===== src/rtl/vxlate_pkg.sv =====
package vxlate_pkg;

  typedef enum logic [2:0] {
    ST_IDLE  = 3'd0,
    ST_REQ1  = 3'd1,
    ST_WAIT1 = 3'd2,
    ST_REQ2  = 3'd3,
    ST_WAIT2 = 3'd4,
    ST_DONE  = 3'd5
  } walk_st_e;

  typedef enum logic [1:0] {
    FLT_NONE     = 2'b00,
    FLT_NO_TABLE = 2'b01,
    FLT_NO_PAGE  = 2'b10
  } flt_e;

  localparam int unsigned PRESENT_BIT = 0;
  localparam int unsigned ENTRY_LOG2  = 2;

endpackage


===== src/rtl/vxlate_addr_gen.sv =====
module vxlate_addr_gen #(
  parameter int unsigned ADDR_W = 32,
  parameter int unsigned IDX_W  = 10,
  parameter int unsigned OFF_W  = 12,
  parameter int unsigned LEVELS = 2
) (
  input  logic [ADDR_W-1:0]        vaddr,
  input  logic [ADDR_W-OFF_W-1:0]  root_base,
  input  logic [ADDR_W-OFF_W-1:0]  tbl_base,
  input  logic                     lvl,
  output logic [ADDR_W-1:0]        ent_addr
);
  import vxlate_pkg::*;

  localparam int unsigned FRAME_W = ADDR_W - OFF_W;

  logic [IDX_W-1:0]   idx [LEVELS];
  logic [FRAME_W-1:0] base_sel;
  logic               unused_off;

  for (genvar g = 0; g < LEVELS; g++) begin : g_idx
    assign idx[g] = vaddr[OFF_W + (LEVELS-1-g)*IDX_W +: IDX_W];
  end

  assign unused_off = ^vaddr[OFF_W-1:0];

  always_comb begin
    base_sel = lvl ? tbl_base : root_base;
    ent_addr = {base_sel, {OFF_W{1'b0}}} + (ADDR_W'(idx[lvl]) << ENTRY_LOG2);
  end

endmodule


===== src/rtl/vxlate_pte_dec.sv =====
module vxlate_pte_dec #(
  parameter int unsigned ADDR_W = 32,
  parameter int unsigned OFF_W  = 12
) (
  input  logic [ADDR_W-1:0]       entry,
  output logic                    present,
  output logic [ADDR_W-OFF_W-1:0] frame
);
  import vxlate_pkg::*;

  logic unused_attr;

  assign present     = entry[PRESENT_BIT];
  assign frame       = entry[ADDR_W-1:OFF_W];
  assign unused_attr = ^entry[OFF_W-1:PRESENT_BIT+1];

endmodule


===== src/rtl/vxlate_ctrl.sv =====
module vxlate_ctrl (
  input  logic                 clk,
  input  logic                 rst_n,
  input  logic                 req_valid,
  input  logic                 rd_ready,
  input  logic                 rsp_valid,
  input  logic                 ent_present,
  output logic                 req_ready,
  output logic                 rd_valid,
  output logic                 lvl,
  output logic                 done_valid,
  output logic                 cap_req,
  output logic                 cap_tbl,
  output logic                 cap_res,
  output vxlate_pkg::flt_e     res_code
);
  import vxlate_pkg::*;

  walk_st_e st_q, st_d;

  always_comb begin
    st_d     = st_q;
    cap_req  = 1'b0;
    cap_tbl  = 1'b0;
    cap_res  = 1'b0;
    res_code = FLT_NONE;
    case (st_q)
      ST_IDLE: begin
        if (req_valid) begin
          cap_req = 1'b1;
          st_d    = ST_REQ1;
        end
      end
      ST_REQ1:  if (rd_ready) st_d = ST_WAIT1;
      ST_WAIT1: begin
        if (rsp_valid) begin
          if (ent_present) begin
            cap_tbl = 1'b1;
            st_d    = ST_REQ2;
          end else begin
            cap_res  = 1'b1;
            res_code = FLT_NO_TABLE;
            st_d     = ST_DONE;
          end
        end
      end
      ST_REQ2:  if (rd_ready) st_d = ST_WAIT2;
      ST_WAIT2: begin
        if (rsp_valid) begin
          cap_res  = 1'b1;
          res_code = ent_present ? FLT_NONE : FLT_NO_PAGE;
          st_d     = ST_DONE;
        end
      end
      ST_DONE:  st_d = ST_IDLE;
      default:  st_d = ST_IDLE;
    endcase
  end

  always_ff @(posedge clk or negedge rst_n) begin
    if (!rst_n) st_q <= ST_IDLE;
    else        st_q <= st_d;
  end

  assign req_ready  = (st_q == ST_IDLE);
  assign rd_valid   = (st_q == ST_REQ1) || (st_q == ST_REQ2);
  assign lvl        = (st_q == ST_REQ2);
  assign done_valid = (st_q == ST_DONE);

endmodule


===== src/rtl/vxlate_walker.sv =====
module vxlate_walker #(
  parameter int unsigned ADDR_W = 32,
  parameter int unsigned IDX_W  = 10,
  parameter int unsigned OFF_W  = 12
) (
  input  logic              clk,
  input  logic              rst_n,
  input  logic              req_valid,
  output logic              req_ready,
  input  logic [ADDR_W-1:0] req_vaddr,
  input  logic [ADDR_W-1:0] root_ptr,
  output logic              rd_valid,
  input  logic              rd_ready,
  output logic [ADDR_W-1:0] rd_addr,
  input  logic              rsp_valid,
  input  logic [ADDR_W-1:0] rsp_data,
  output logic              done_valid,
  output logic [ADDR_W-1:0] done_paddr,
  output logic [ADDR_W-1:0] done_vaddr,
  output logic [1:0]        done_code
);
  import vxlate_pkg::*;

  localparam int unsigned FRAME_W = ADDR_W - OFF_W;
  localparam int unsigned LEVELS  = FRAME_W / IDX_W;

  logic               cap_req, cap_tbl, cap_res, lvl, ent_present;
  flt_e               res_code;
  logic [FRAME_W-1:0] ent_frame;
  logic               unused_root_lo;

  logic [ADDR_W-1:0]  vaddr_q, vaddr_d;
  logic [FRAME_W-1:0] root_q, root_d;
  logic [FRAME_W-1:0] tbl_q, tbl_d;
  logic [ADDR_W-1:0]  paddr_q, paddr_d;
  logic [1:0]         code_q, code_d;

  assign unused_root_lo = ^root_ptr[OFF_W-1:0];

  vxlate_ctrl u_ctrl (
    .clk         (clk),
    .rst_n       (rst_n),
    .req_valid   (req_valid),
    .rd_ready    (rd_ready),
    .rsp_valid   (rsp_valid),
    .ent_present (ent_present),
    .req_ready   (req_ready),
    .rd_valid    (rd_valid),
    .lvl         (lvl),
    .done_valid  (done_valid),
    .cap_req     (cap_req),
    .cap_tbl     (cap_tbl),
    .cap_res     (cap_res),
    .res_code    (res_code)
  );

  vxlate_addr_gen #(
    .ADDR_W (ADDR_W),
    .IDX_W  (IDX_W),
    .OFF_W  (OFF_W),
    .LEVELS (LEVELS)
  ) u_agen (
    .vaddr     (vaddr_q),
    .root_base (root_q),
    .tbl_base  (tbl_q),
    .lvl       (lvl),
    .ent_addr  (rd_addr)
  );

  vxlate_pte_dec #(
    .ADDR_W (ADDR_W),
    .OFF_W  (OFF_W)
  ) u_dec (
    .entry   (rsp_data),
    .present (ent_present),
    .frame   (ent_frame)
  );

  always_comb begin
    vaddr_d = vaddr_q;
    root_d  = root_q;
    tbl_d   = tbl_q;
    paddr_d = paddr_q;
    code_d  = code_q;
    if (cap_req) begin
      vaddr_d = req_vaddr;
      root_d  = root_ptr[ADDR_W-1:OFF_W];
    end
    if (cap_tbl) tbl_d = ent_frame;
    if (cap_res) begin
      code_d  = res_code;
      paddr_d = (res_code == FLT_NONE) ? {ent_frame, vaddr_q[OFF_W-1:0]} : '0;
    end
  end

  always_ff @(posedge clk or negedge rst_n) begin
    if (!rst_n) begin
      vaddr_q <= '0;
      root_q  <= '0;
      tbl_q   <= '0;
      paddr_q <= '0;
      code_q  <= FLT_NONE;
    end else begin
      vaddr_q <= vaddr_d;
      root_q  <= root_d;
      tbl_q   <= tbl_d;
      paddr_q <= paddr_d;
      code_q  <= code_d;
    end
  end

  assign done_paddr = paddr_q;
  assign done_vaddr = vaddr_q;
  assign done_code  = code_q;

endmodule


===== config.mk =====
export PLATFORM = sky130hd
export DESIGN_NAME = vxlate_walker
export DESIGN_NICKNAME = d
export VERILOG_FILES = /design/src/rtl/vxlate_pkg.sv /design/src/rtl/vxlate_addr_gen.sv /design/src/rtl/vxlate_pte_dec.sv /design/src/rtl/vxlate_ctrl.sv /design/src/rtl/vxlate_walker.sv
export SDC_FILE = /design/constraint.sdc
export NUM_CORES = 1
export LEC_CHECK = 0
export ABC_AREA = 1
export CORE_MARGIN = 5
export CORE_UTILIZATION = 47
export CTS_CLUSTER_DIAMETER = 40
export CTS_CLUSTER_SIZE = 24
export DETAILED_ROUTE_END_ITERATION = 8
export PLACE_DENSITY = 0.85
export SYNTH_ARGS = -nofsm -noshare
export SYNTH_HDL_FRONTEND = slang
export SYNTH_HIERARCHICAL = 1
export SYNTH_SLANG_ARGS = --single-unit

===== constraint.sdc =====
create_clock -name clk -period 3.2 [get_ports clk]
set_input_delay 0.48 -clock clk [delete_from_list [all_inputs] [get_ports clk]]
set_output_delay 0.48 -clock clk [all_outputs]
set_load 0.005 [all_outputs]

Word level (Yosys, flattened, before mapping)
Index checks and enable logic that the tools add are counted.
{"block": "classes", "addsub": 1, "magnitude_cmp": 1, "eq_ne": 10, "mux": 26, "n_bitwise": 1, "n_reduce_logical": 4}
{"operator": "$add A32 B12 Y32", "n": 1}
{"operator": "$mux W32", "n": 1}
{"operator": "$mux W10", "n": 3}
{"operator": "$mux W20", "n": 1}
{"operator": "$mux W3", "n": 6}
{"operator": "$pmux W3 S5", "n": 1}
{"operator": "$ne A2 B2 Y1 const B", "n": 5}
{"operator": "$mux W1", "n": 9}
{"operator": "$eq A3 B2 Y1 const B", "n": 2}
{"operator": "$eq A3 B3 Y1 const B", "n": 2}
{"operator": "$mux W2", "n": 3}
{"operator": "$reduce_and A5 Y1", "n": 1}
{"operator": "$pmux W2 S2", "n": 1}
{"operator": "$eq A3 B1 Y1 const B", "n": 1}
{"operator": "$logic_not A3 Y1", "n": 1}
{"operator": "$ge A2 B2 Y1 const B", "n": 1}
{"operator": "$logic_not A2 Y1", "n": 1}
{"operator": "$not A1 Y2", "n": 1}
{"operator": "$pmux W1 S2", "n": 1}
{"operator": "$logic_or A1 B1 Y1", "n": 1}
{"block": "word_totals", "register_bits": 109, "out_inout_bits": 101, "wordCells": 49}

Longest topological paths before layout
Gate-level depths: netlist (run 1).
{"block": "logic_depth", "ltp_word": 6, "ltp_mapped": 9, "depth_no_buf": 8}

By module
Netlist (run 1), hierarchy kept.
{"mod": "vxlate_walker", "n_inst": 1, "cells_each": 500, "area_per_inst_um2": 4304.1}
{"mod": "vxlate_addr_gen", "n_inst": 1, "cells_each": 100, "area_per_inst_um2": 390.4}
{"mod": "vxlate_ctrl", "n_inst": 1, "cells_each": 50, "area_per_inst_um2": 305.3}
{"mod": "vxlate_pte_dec", "n_inst": 1, "cells_each": 21, "area_per_inst_um2": 157.7}

Worst setup path before layout (run 1)
OpenSTA, ideal clock, no wires.
{"block": "synth_path", "path_type": "reg2reg", "start": "reg u_ctrl.st_q[1]", "end": "reg paddr_q[21] (netlist: done_paddr[21])", "setup_ps": 116, "t_arrival_ps": 1600, "required_ps": 3084, "setup_slack_ps": 1483, "path_stages_with_launch": 9, "n_path_buf": 2, "period_less_slack_ps": 1717, "cell_sequence": "dfrtp_1 > buf_6 > nor2_2 > nand2_2 > nor3_1 > nor2_4 > buf_4 > nand2_1 > nand2_1"}
{"block": "synth_via", "elab_chain_cells": 4, "word_cells_on_any_way": 6, "cone_classes": "2 x eq/ne; 3 x mux; 1 x reduce/logical"}
{"element": "from (decl)", "line": "vxlate_ctrl.sv:19", "rtl": "walk_st_e st_q, st_d;"}
{"element": "from (signal assigned)", "line": "vxlate_ctrl.sv:62", "rtl": "else st_q <= st_d;"}
{"element": "$eq A3 B3 Y1 or $eq A3 B2 Y1 (tied branches)", "line": "vxlate_ctrl.sv:27", "rtl": "case (st_q)"}
{"element": "$pmux W2 S2 (*)", "line": "vxlate_ctrl.sv:27"}
{"element": "net res_code[1]", "line": "vxlate_walker.sv:28", "rtl": "flt_e res_code;"}
{"element": "$logic_not A2 Y1 (*)", "line": "vxlate_walker.sv:92", "rtl": "paddr_d = (res_code == FLT_NONE) ? {ent_frame, vaddr_q[OFF_W-1:0]} : '0;"}
{"element": "$mux W32 (*)", "line": "vxlate_walker.sv:92"}
{"element": "to (signal assigned)", "line": "vxlate_walker.sv:107", "rtl": "paddr_q <= paddr_d;"}
{"element": "to (decl)", "line": "vxlate_walker.sv:35", "rtl": "logic [ADDR_W-1:0] paddr_q, paddr_d;"}
Mark *: on every way through the listed nets, which the timed path passes. The rest lies on a longest branch.
A chain may end at the register's enable or synchronous reset.

Worst setup path after layout (run 1)
{"block": "layout_path", "start": "reg u_ctrl.st_q[2]", "end": "out rd_addr[29]"}
{"block": "layout_via", "elab_chain_cells": 6, "word_cells_on_any_way": 7, "cone_classes": "1 x add/sub; 1 x eq/ne; 4 x mux; 1 x bitwise"}
{"element": "$eq A3 B2 Y1 (*)", "line": "vxlate_ctrl.sv:67", "rtl": "assign lvl = (st_q == ST_REQ2);"}
{"element": "net lvl", "line": "vxlate_walker.sv:27", "rtl": "logic cap_req, cap_tbl, cap_res, lvl, ent_present;"}
{"element": "$not A1 Y2 (not written as such)", "line": "vxlate_addr_gen.sv:29", "rtl": "ent_addr = {base_sel, {OFF_W{1'b0}}} + (ADDR_W'(idx[lvl]) << ENTRY_LOG2);"}
{"element": "$mux W10 (not written as such) (3 in series)", "line": "vxlate_addr_gen.sv:29"}
{"element": "$add A32 B12 Y32 (*)", "line": "vxlate_addr_gen.sv:29"}
{"element": "to (decl)", "line": "vxlate_walker.sv:14", "rtl": "output logic [ADDR_W-1:0] rd_addr,"}
Mark *: on every way through the listed nets, which the timed path passes. The rest lies on a longest branch. The select of a mux whose other input is x is not followed.

==> results of run 1 <==
-- through the flow --
stage | power [W] | utilization [%] | cells | area, µm²
after detailed placement | 0.00546 | 63.0 | 942 | 6800
after global routing | 0.00673 | 64.7 | 958 | 6990
after global placement | 0.00537 | 63.0 | 942 | 6800
after floorplan | 0.00373 | - | 672 | 5160
after CTS | 0.00627 | 64.7 | 958 | 6980
final | 0.00619 | 64.7 | 958 | 6990
-- how the worst max path moves through the flow --
stage | start | endpoint | slack, ps
finish | u_ctrl/st_q[2] | rd_addr[29] | 180
global route | u_ctrl/st_q[2] | rd_addr[30] | 20
CTS | u_ctrl/st_q[2] | rd_addr[24] | 110
detailed placement | u_ctrl/st_q[2] | rd_addr[24] | 520
global placement | u_ctrl/st_q[2] | rd_addr[24] | 550
floorplan | u_ctrl/st_q[1] | done_paddr[21] | 1480
-- routing by layer --
metal / vias up / track usage (%) / routed length (µm)
met5: - / 0 / 0
met4: 0 / 3.44 / 89
met3: 8 / 7.63 / 1350
met2: 137 / 35.0 / 6280
met1: 2046 / 25.3 / 5370
li1: 2237 / - / -
-- power groups by stage --
stage | sequential, W | clock (W) | combinational [W]
global placement | 0.00245 | 0 | 0.00292
global route | 0.00254 | 0.000866 | 0.00332
floorplan | 0.00242 | 0 | 0.00131
detailed placement | 0.00247 | 0 | 0.00299
CTS | 0.00245 | 0.000811 | 0.00300
finish | 0.00245 | 0.000779 | 0.00295
-- layout make-up --
class	count	area [µm²]	area share [%]
Tap cell	140	175	2.51
Inverter	101	382	5.46
Timing Repair Buffer	184	1830	26.2
Multi-Input combinational cell	408	1690	24.1
Sequential cell	109	2730	39.0
Clock inverter	6	45.0	0.645
Clock buffer	10	138	1.97
-- flip-flops by register name (all words and copies together), names as in the netlist --
signal and cells:
done_paddr 32, done_vaddr 32, u_ctrl/st_q 3, done_code 2, root_q 20, tbl_q 20
-- logic make-up after synthesis --
logic type	synth area share, %
other cells	0.0727
flops	52.9
buf+inv	14.7
compound gates	7.18
simple gates	25.2
-- cell usage in the layout (no fill, tap or decap), drive strengths merged, types with 4 or more instances in the layout --
| cell type | count |
|---|---|
| dfrtp | 109 |
| clkbuf | 10 |
| clkinv | 4 |
| nand2 | 294 |
| o21ai | 71 |
| inv | 103 |
| nor2 | 29 |
| clkdlybuf4s50 | 175 |
| nand3 | 5 |
| buf | 9 |
-- synthesized netlist by cell type, types with 5 or more instances --
cell type  instances  share of area, %
nand2_1          291                21
dfrtp_1          109                53
inv_1             96               7.0
o21ai_0           71               6.9
buf_4             26               3.8
nor2_1            23               1.7
buf_2             15               1.5
buf_6              8               1.7
clkbuf_1           5              0.36
inv_2              5              0.36
nand3_1            5              0.49
==> qor.csv, run 1 <==
metric,value,unit
clkSlewWorstSetupHoldPaths,100,ps
fillers,912,
post-place-ws,521,ps
drt-total-wl,13100,µm
tightest_slew,731,ps
p_comb_share,47.7,%
hp-class,primary input to async pin,
path_class,flip-flop to output pin,
max_freq,331,MHz
async_reset_ff_share,100,%
slew_headroom,50.9,%
die_height,115,µm
peakVddDrop,0.530,mV
cts_setup_buffers,0,
wl_per_cell,13.7,µm
ys.flop_type,dfrtp_1,
grt_pass1_wl,21500,µm
tns,0,ps
root_buffer,clkbuf_8,
worst_r2r_path_depth,8,
diodes,0,
cp_common_cell,nand2_1,
place_congestion,0.828,
cp_num_cells,7,
finalMaxSlewViolations,0,
ant_nets,0,
syn_avg_cell_area,7.69,µm²
vias,4428,
crit_path_start_kind,flip-flop,
cts_tree,done,
initial_core_util,47.8,%
p_sw,0.00220,W
synth_edf_count,0,
via_per_inst,4.62,
grtUsageTotal,20.4,%
grt_overflow_total,0,
seq_area_frac_synth,52.9,%
clk_path_buf_depth,2,
final.min_clock_period,3020,ps
critPathTopFamily,buffers and inverters,
cp_data_arrival_time,2540,ps
drive_gt1_share,5.13,%
rows,38,
initialDrtViolationCount,208,
dieWidth,115,µm
r2r-end,done_paddr[3],
cts.sinks,109,
endpoint_kind,output pin,
core_area,0.0108,mm²
leakagePower,3.55,nW
r2r-start,u_ctrl/st_q[2],
cts_buffers,9,
finalCritPeriodShare,94.5,%
slowest_stage,clkdlybuf4s50_1,
yosys_warnings,6,
worst_hold_slack,138,ps
seq_power_share,39.7,%
postSynthCellCount,671,
path_buf_inv,3,
hold_viol,0,
post_cts_resized,0,
setup_ws,176,ps
synth_seq_cells,109,
slowest_delay,530,ps
dp_hpwl,9640,µm
netlist_area,0.00516,mm²
grt_pass1_vias,4386,
critical_path_required,2720,ps
drt_drc_violations_left,0,
ctsHoldBuffers,0,
synth_cell_types,18,
intPower,0.00398,W
crit_fanout,19,
powerDensity,885,mW/mm²
antenna_found_initial,0,
h-tree-depth,3,
swShare,35.6,%
rrSetupSlack,990,ps
power_frac_clock,12.6,%
finClkSkew,9.95,ps
port_buffers,176,
rsz0062_at_grt,no,
maxCapViolCount,0,
grt_max_degree,65,
dr.pass1.iters,4,
syn_to_final_growth,35.4,%
nNetsFinal,914,
die_area,0.0132,mm²
io_pins,202,
insertion_delay,360,ps
final-setup-viol-count,0,
cp_cell_sequence,nor2_4 > nand2_1 > inv_1 > buf_4 > nand2_1 > nand2_1 > clkdlybuf4s50_1,
status,"complete, no violations",
Power figures use the tool's default switching activity.
==> run 2, diff against run 1 <==
SETUP_SLACK_MARGIN = 0.1   (was not set)
==> qor.csv, run 2 (synthesis gave the netlist of run 1 again) <==
metric,value,unit,change
status,"complete, no violations",,
intPower,0.00398,W,about the same
grt_overflow_total,0,,unchanged
die_area,0.0132,mm²,unchanged
endpoint,rd_addr[24],,
cp_data_arrival_time,2390,ps,-150 ps
cts.sinks,109,,unchanged
tns,0,ps,unchanged
finClkSkew,9.90,ps,-0.0479 ps
grtUsageTotal,20.4,%,unchanged
clkSlewWorstSetupHoldPaths,100,ps,about the same
final-setup-viol-count,0,,unchanged
seq_power_share,39.7,%,about the same
leakagePower,3.54,nW,-0.27%
r2r-start,u_ctrl/st_q[2],,
powerDensity,885,mW/mm²,about the same
rrSetupSlack,1040,ps,+50 ps
tightest_slew,731,ps,+0.0354 ps
hold_viol,0,,unchanged
cts_setup_buffers,0,,unchanged
p_comb_share,47.8,%,about the same
finalCritPeriodShare,89.6,%,-4.9 points
max_freq,349,MHz,+5.4%
p_sw,0.00221,W,+0.19%
nNetsFinal,914,,unchanged
drive_gt1_share,5.38,%,+0.24 points
io_pins,202,,unchanged
dieWidth,115,µm,unchanged
dpl_cell_area,0.00680,mm²,unchanged
final_cell_mix,"nand2_1 (291), clkdlybuf4s50_1 (175), dfrtp_1 (108)",,
via_per_inst,4.61,,-0.20%
dr.pass1.iters,4,,unchanged
ctsHoldBuffers,0,,unchanged
crit_path_start_kind,flip-flop,,
dp_hpwl,9640,µm,unchanged
drt_drc_violations_left,0,,unchanged
worst_r2r_path_depth,8,,unchanged
peakVddDrop,0.531,mV,about the same
grt_max_degree,65,,unchanged
finalMaxSlewViolations,0,,unchanged
diodes,0,,unchanged
cp-startpoint,u_ctrl/st_q[0],,
initialDrtViolationCount,206,,-0.96%
crit_fanout,30,,+11
final.min_clock_period,2870,ps,-156 ps
grt_pass1_vias,4386,,unchanged
syn_to_final_growth,35.6,%,
vias,4419,,-0.20%
rsz0062_at_grt,no,,
die_height,115,µm,unchanged
grt_pass1_wl,21500,µm,unchanged
path_class,flip-flop to output pin,,
post_cts_resized,0,,unchanged
cts_buffers,9,,unchanged
power_frac_clock,12.6,%,about the same
endpoint_kind,output pin,,
antenna_found_initial,0,,unchanged
fin_util,64.8,%,+0.070 points
rows,38,,unchanged
drt-total-wl,13100,µm,unchanged
final_common_cell,nand2_1,,
critical_path_required,2720,ps,about the same
hp-class,primary input to async pin,,
wl_per_cell,13.7,µm,unchanged
clk_path_buf_depth,2,,unchanged
slew_headroom,50.9,%,about the same
swShare,35.7,%,about the same
core_area,0.0108,mm²,unchanged
cts_tree,done,,
place_congestion,0.828,,unchanged
maxCapViolCount,0,,unchanged
ant_nets,0,,unchanged
fillers,908,,-0.44%
insertion_delay,360,ps,about the same
port_buffers,176,,unchanged
postLayoutCellArea,0.00699,mm²,+0.11%
root_buffer,clkbuf_8,,
initial_core_util,47.8,%,unchanged
r2r-end,done_paddr[3],,
h-tree-depth,3,,unchanged
run 2: cell count changes in the layout (fill, tap and decap cells not counted):
cell | before | now
inv_6 | 2 | 3
clkinvlp_4 | 0 | 1
dfrtp_2 | 0 | 1
dfrtp_1 | 109 | 108
inv_4 | 1 | 0
inv_1 | 96 | 95
run 2: cell type report:
class	count	area, µm²	area share, %
clock inverters	6	45.0	0.644
repair buffers	184	1830	26.2
flip-flops and latches	109	2730	39.0
clock buffers	10	138	1.97
multi-input cells	408	1690	24.1
well taps	140	175	2.50
inverters	101	388	5.55
run 2: routing by layer:
metal  part of all wire [%]  global-route usage (%)  vias to the layer above
met2                     48                    35.0                      133
li1                       -                       -                     2238
met1                     41                    25.3                     2040
met5                      0                       0                        -
met4                   0.68                    3.44                        0
met3                     10                    7.63                        8
run 2: critical path, cell delays in order (launching register included):
cell and delay, ps:
dfrtp_1 450, inv_2 110, nor2_4 40, nand2_1 130
clkinvlp_4 300, inv_6 310, nand2_1 110, nand2_1 70
clkdlybuf4s50_1 510
run 2: worst min-delay path by stage:
stage | end
floorplan | done_code[0]
global placement | done_paddr[22]
detailed placement | done_paddr[26]
CTS | root_q[7]
global route | root_q[7]
finish | root_q[7]
run 2: power by group through the flow:
stage | combinational [W] | sequential (W) | clock [W]
2_1_floorplan | 0.00131 | 0.00242 | 0
3_5_place_dp | 0.00299 | 0.00247 | 0
6_report | 0.00296 | 0.00246 | 0.000779
4_1_cts | 0.00300 | 0.00245 | 0.000811
5_1_grt | 0.00333 | 0.00254 | 0.000866
3_3_place_gp | 0.00292 | 0.00245 | 0
run 2: through the flow:
stage,hold WS (ps),total power (W),cells,worst slack (ps)
final,138,0.00619,958,332
after global routing,181,0.00674,958,156
after CTS,148,0.00627,958,113
after detailed placement,467,0.00546,942,521
after global placement,463,0.00537,942,545
after floorplan,184,0.00373,672,1480
==> run 3, diff against run 2 <==
GPL_TIMING_DRIVEN = 0   (was not set)
==> qor.csv, run 3 (synthesis gave the netlist of run 1 again) <==
metric,value,unit,change
path_buf_inv,4,,unchanged
leakagePower,3.66,nW,+3.5%
final_common_cell,nand2_1,,
initialDrtViolationCount,200,,-2.9%
core_area,0.0108,mm²,unchanged
syn_to_final_growth,37.4,%,
wl_per_cell,14.5,µm,+5.8%
root_buffer,clkbuf_8,,
cp_cell_sequence,buf_6 > nor2_4 > nand2_1 > inv_1 > buf_2 > nand2_1 > nand2_1 > clkdlybuf4s50_1,,
ant_nets,0,,unchanged
rows,38,,unchanged
finClkSkew,13.0,ps,+3.10 ps
total_power,0.00635,W,+2.6%
tightest_slew,926,ps,+195 ps
max_freq,368,MHz,+5.6%
cp_common_cell,nand2_1,,
dr.pass1.iters,5,,+1
grt_overflow_total,0,,unchanged
final_cell_mix,"nand2_1 (291), clkdlybuf4s50_1 (154), dfrtp_1 (109)",,
stdcell_count,984,,+2.7%
drt-total-wl,14200,µm,+8.7%
h-tree-depth,3,,unchanged
post_cts_resized,0,,unchanged
grt_pass1_vias,4672,,+6.5%
cts_setup_buffers,0,,unchanged
final.min_clock_period,2720,ps,-153 ps
port_buffers,155,,-12%
grt_max_degree,72,,+11%
cts.sinks,109,,unchanged
finalCritPeriodShare,84.8,%,-4.8 points
hp-class,primary input to async pin,,
crit_path_start_kind,flip-flop,,
hold_viol,0,,unchanged
finalMaxSlewViolations,0,,unchanged
endpoint_kind,output pin,,
rsz0062_at_grt,no,,
die_height,115,µm,unchanged
cts_tree,done,,
dp.cells,968,,+2.8%
vias,4611,,+4.3%
critical_path_required,2720,ps,about the same
fillers,940,,+3.5%
slowest_stage,clkdlybuf4s50_1,,
clk_path_buf_depth,2,,unchanged
io_pins,202,,unchanged
status,"complete, no violations",,
final-setup-viol-count,0,,unchanged
via_per_inst,4.69,,+1.6%
cts_buffers,9,,unchanged
powerDensity,897,mW/mm²,+1.2%
insertion_delay,360,ps,about the same
dieWidth,115,µm,unchanged
slowest_delay,530,ps,+20 ps
antenna_found_initial,0,,unchanged
crit_fanout,10,,-67%
cp_data_arrival_time,2240,ps,-150 ps
place_congestion,0.804,,-2.9%
initial_core_util,47.8,%,unchanged
nNetsFinal,940,,+2.8%
drive_gt1_share,9.36,%,+4.0 points
grtUsageTotal,21.8,%,+1.3 points
path_class,flip-flop to output pin,,
setup_ws,485,ps,+153 ps
peakVddDrop,0.517,mV,-2.6%
die_area,0.0132,mm²,unchanged
clkSlewWorstSetupHoldPaths,100,ps,about the same
dp_hpwl,11000,µm,+14%
slew_headroom,38.3,%,-13 points
grt_pass1_wl,22500,µm,+4.8%
diodes,0,,unchanged
critPathTopFamily,buffers and inverters,,
maxCapViolCount,0,,unchanged
ctsHoldBuffers,0,,unchanged
drt_drc_violations_left,0,,unchanged
post-place-ws,849,ps,+328 ps
## run 3: path summary, 6_finish.rpt
| path | startpoint | cells past startpoint | slack (ps) | endpoint |
|---|---|---|---|---|
| worst min-delay path | rst_n | 1 | 250 | root_q[13] |
| worst max register to register | u_ctrl/st_q[1] | 6 | 1130 | root_q[10] |
| worst max-delay path | u_ctrl/st_q[2] | 8 | 480 | rd_addr[11] |
| worst min register to register | done_paddr[25] | 2 | 490 | done_paddr[25] |
| max in group asynchronous | rst_n | 2 | 2220 | done_vaddr[4] |
| min in group clk | rsp_data[22] | 3 | 350 | tbl_q[10] |
## run 3: final cells by class
| class | count | area [µm²] | area share (%) |
|---|---|---|---|
| Multi-Input combinational cell | 408 | 1680 | 23.6 |
| Timing Repair Buffer | 156 | 1570 | 22.1 |
| Tap cell | 140 | 175 | 2.47 |
| Sequential cell | 109 | 2730 | 38.5 |
| Clock inverter | 3 | 20.0 | 0.283 |
| Clock buffer | 13 | 159 | 2.24 |
| Buffer | 54 | 379 | 5.35 |
| Inverter | 101 | 379 | 5.35 |
## run 3: stage by stage
stage	hold WS (ps)	TNS, ps	area (µm²)	utilization [%]
floorplan	184	0	5160	-
global placement	463	-276220	6890	63.8
detailed placement	465	0	6910	64.0
CTS	277	0	7080	65.6
global route	317	0	7080	65.6
finish	252	0	7080	65.6
## run 3: layer usage
metal  up-vias  routed length, µm  track usage (%)  part of all wire [%]
met2       163               6880             37.1                    48
met1      2134               5820             26.7                    41
met3        19               1280             6.74                   9.0
met5         -                  0                0                     0
met4         0                247             6.34                   1.7
li1       2295                  -                -                     -
## run 3: power breakdown
| group | switching [W] | internal [W] | leakage [nW] | total (W) |
|---|---|---|---|---|
| Sequential | 0.000411 | 0.00204 | 1.34 | 0.00245 |
| Clock | 0.000452 | 0.000326 | 0.0857 | 0.000779 |
| Combinational | 0.00141 | 0.00171 | 2.23 | 0.00312 |
| Total | 0.00227 | 0.00408 | 3.66 | 0.00635 |
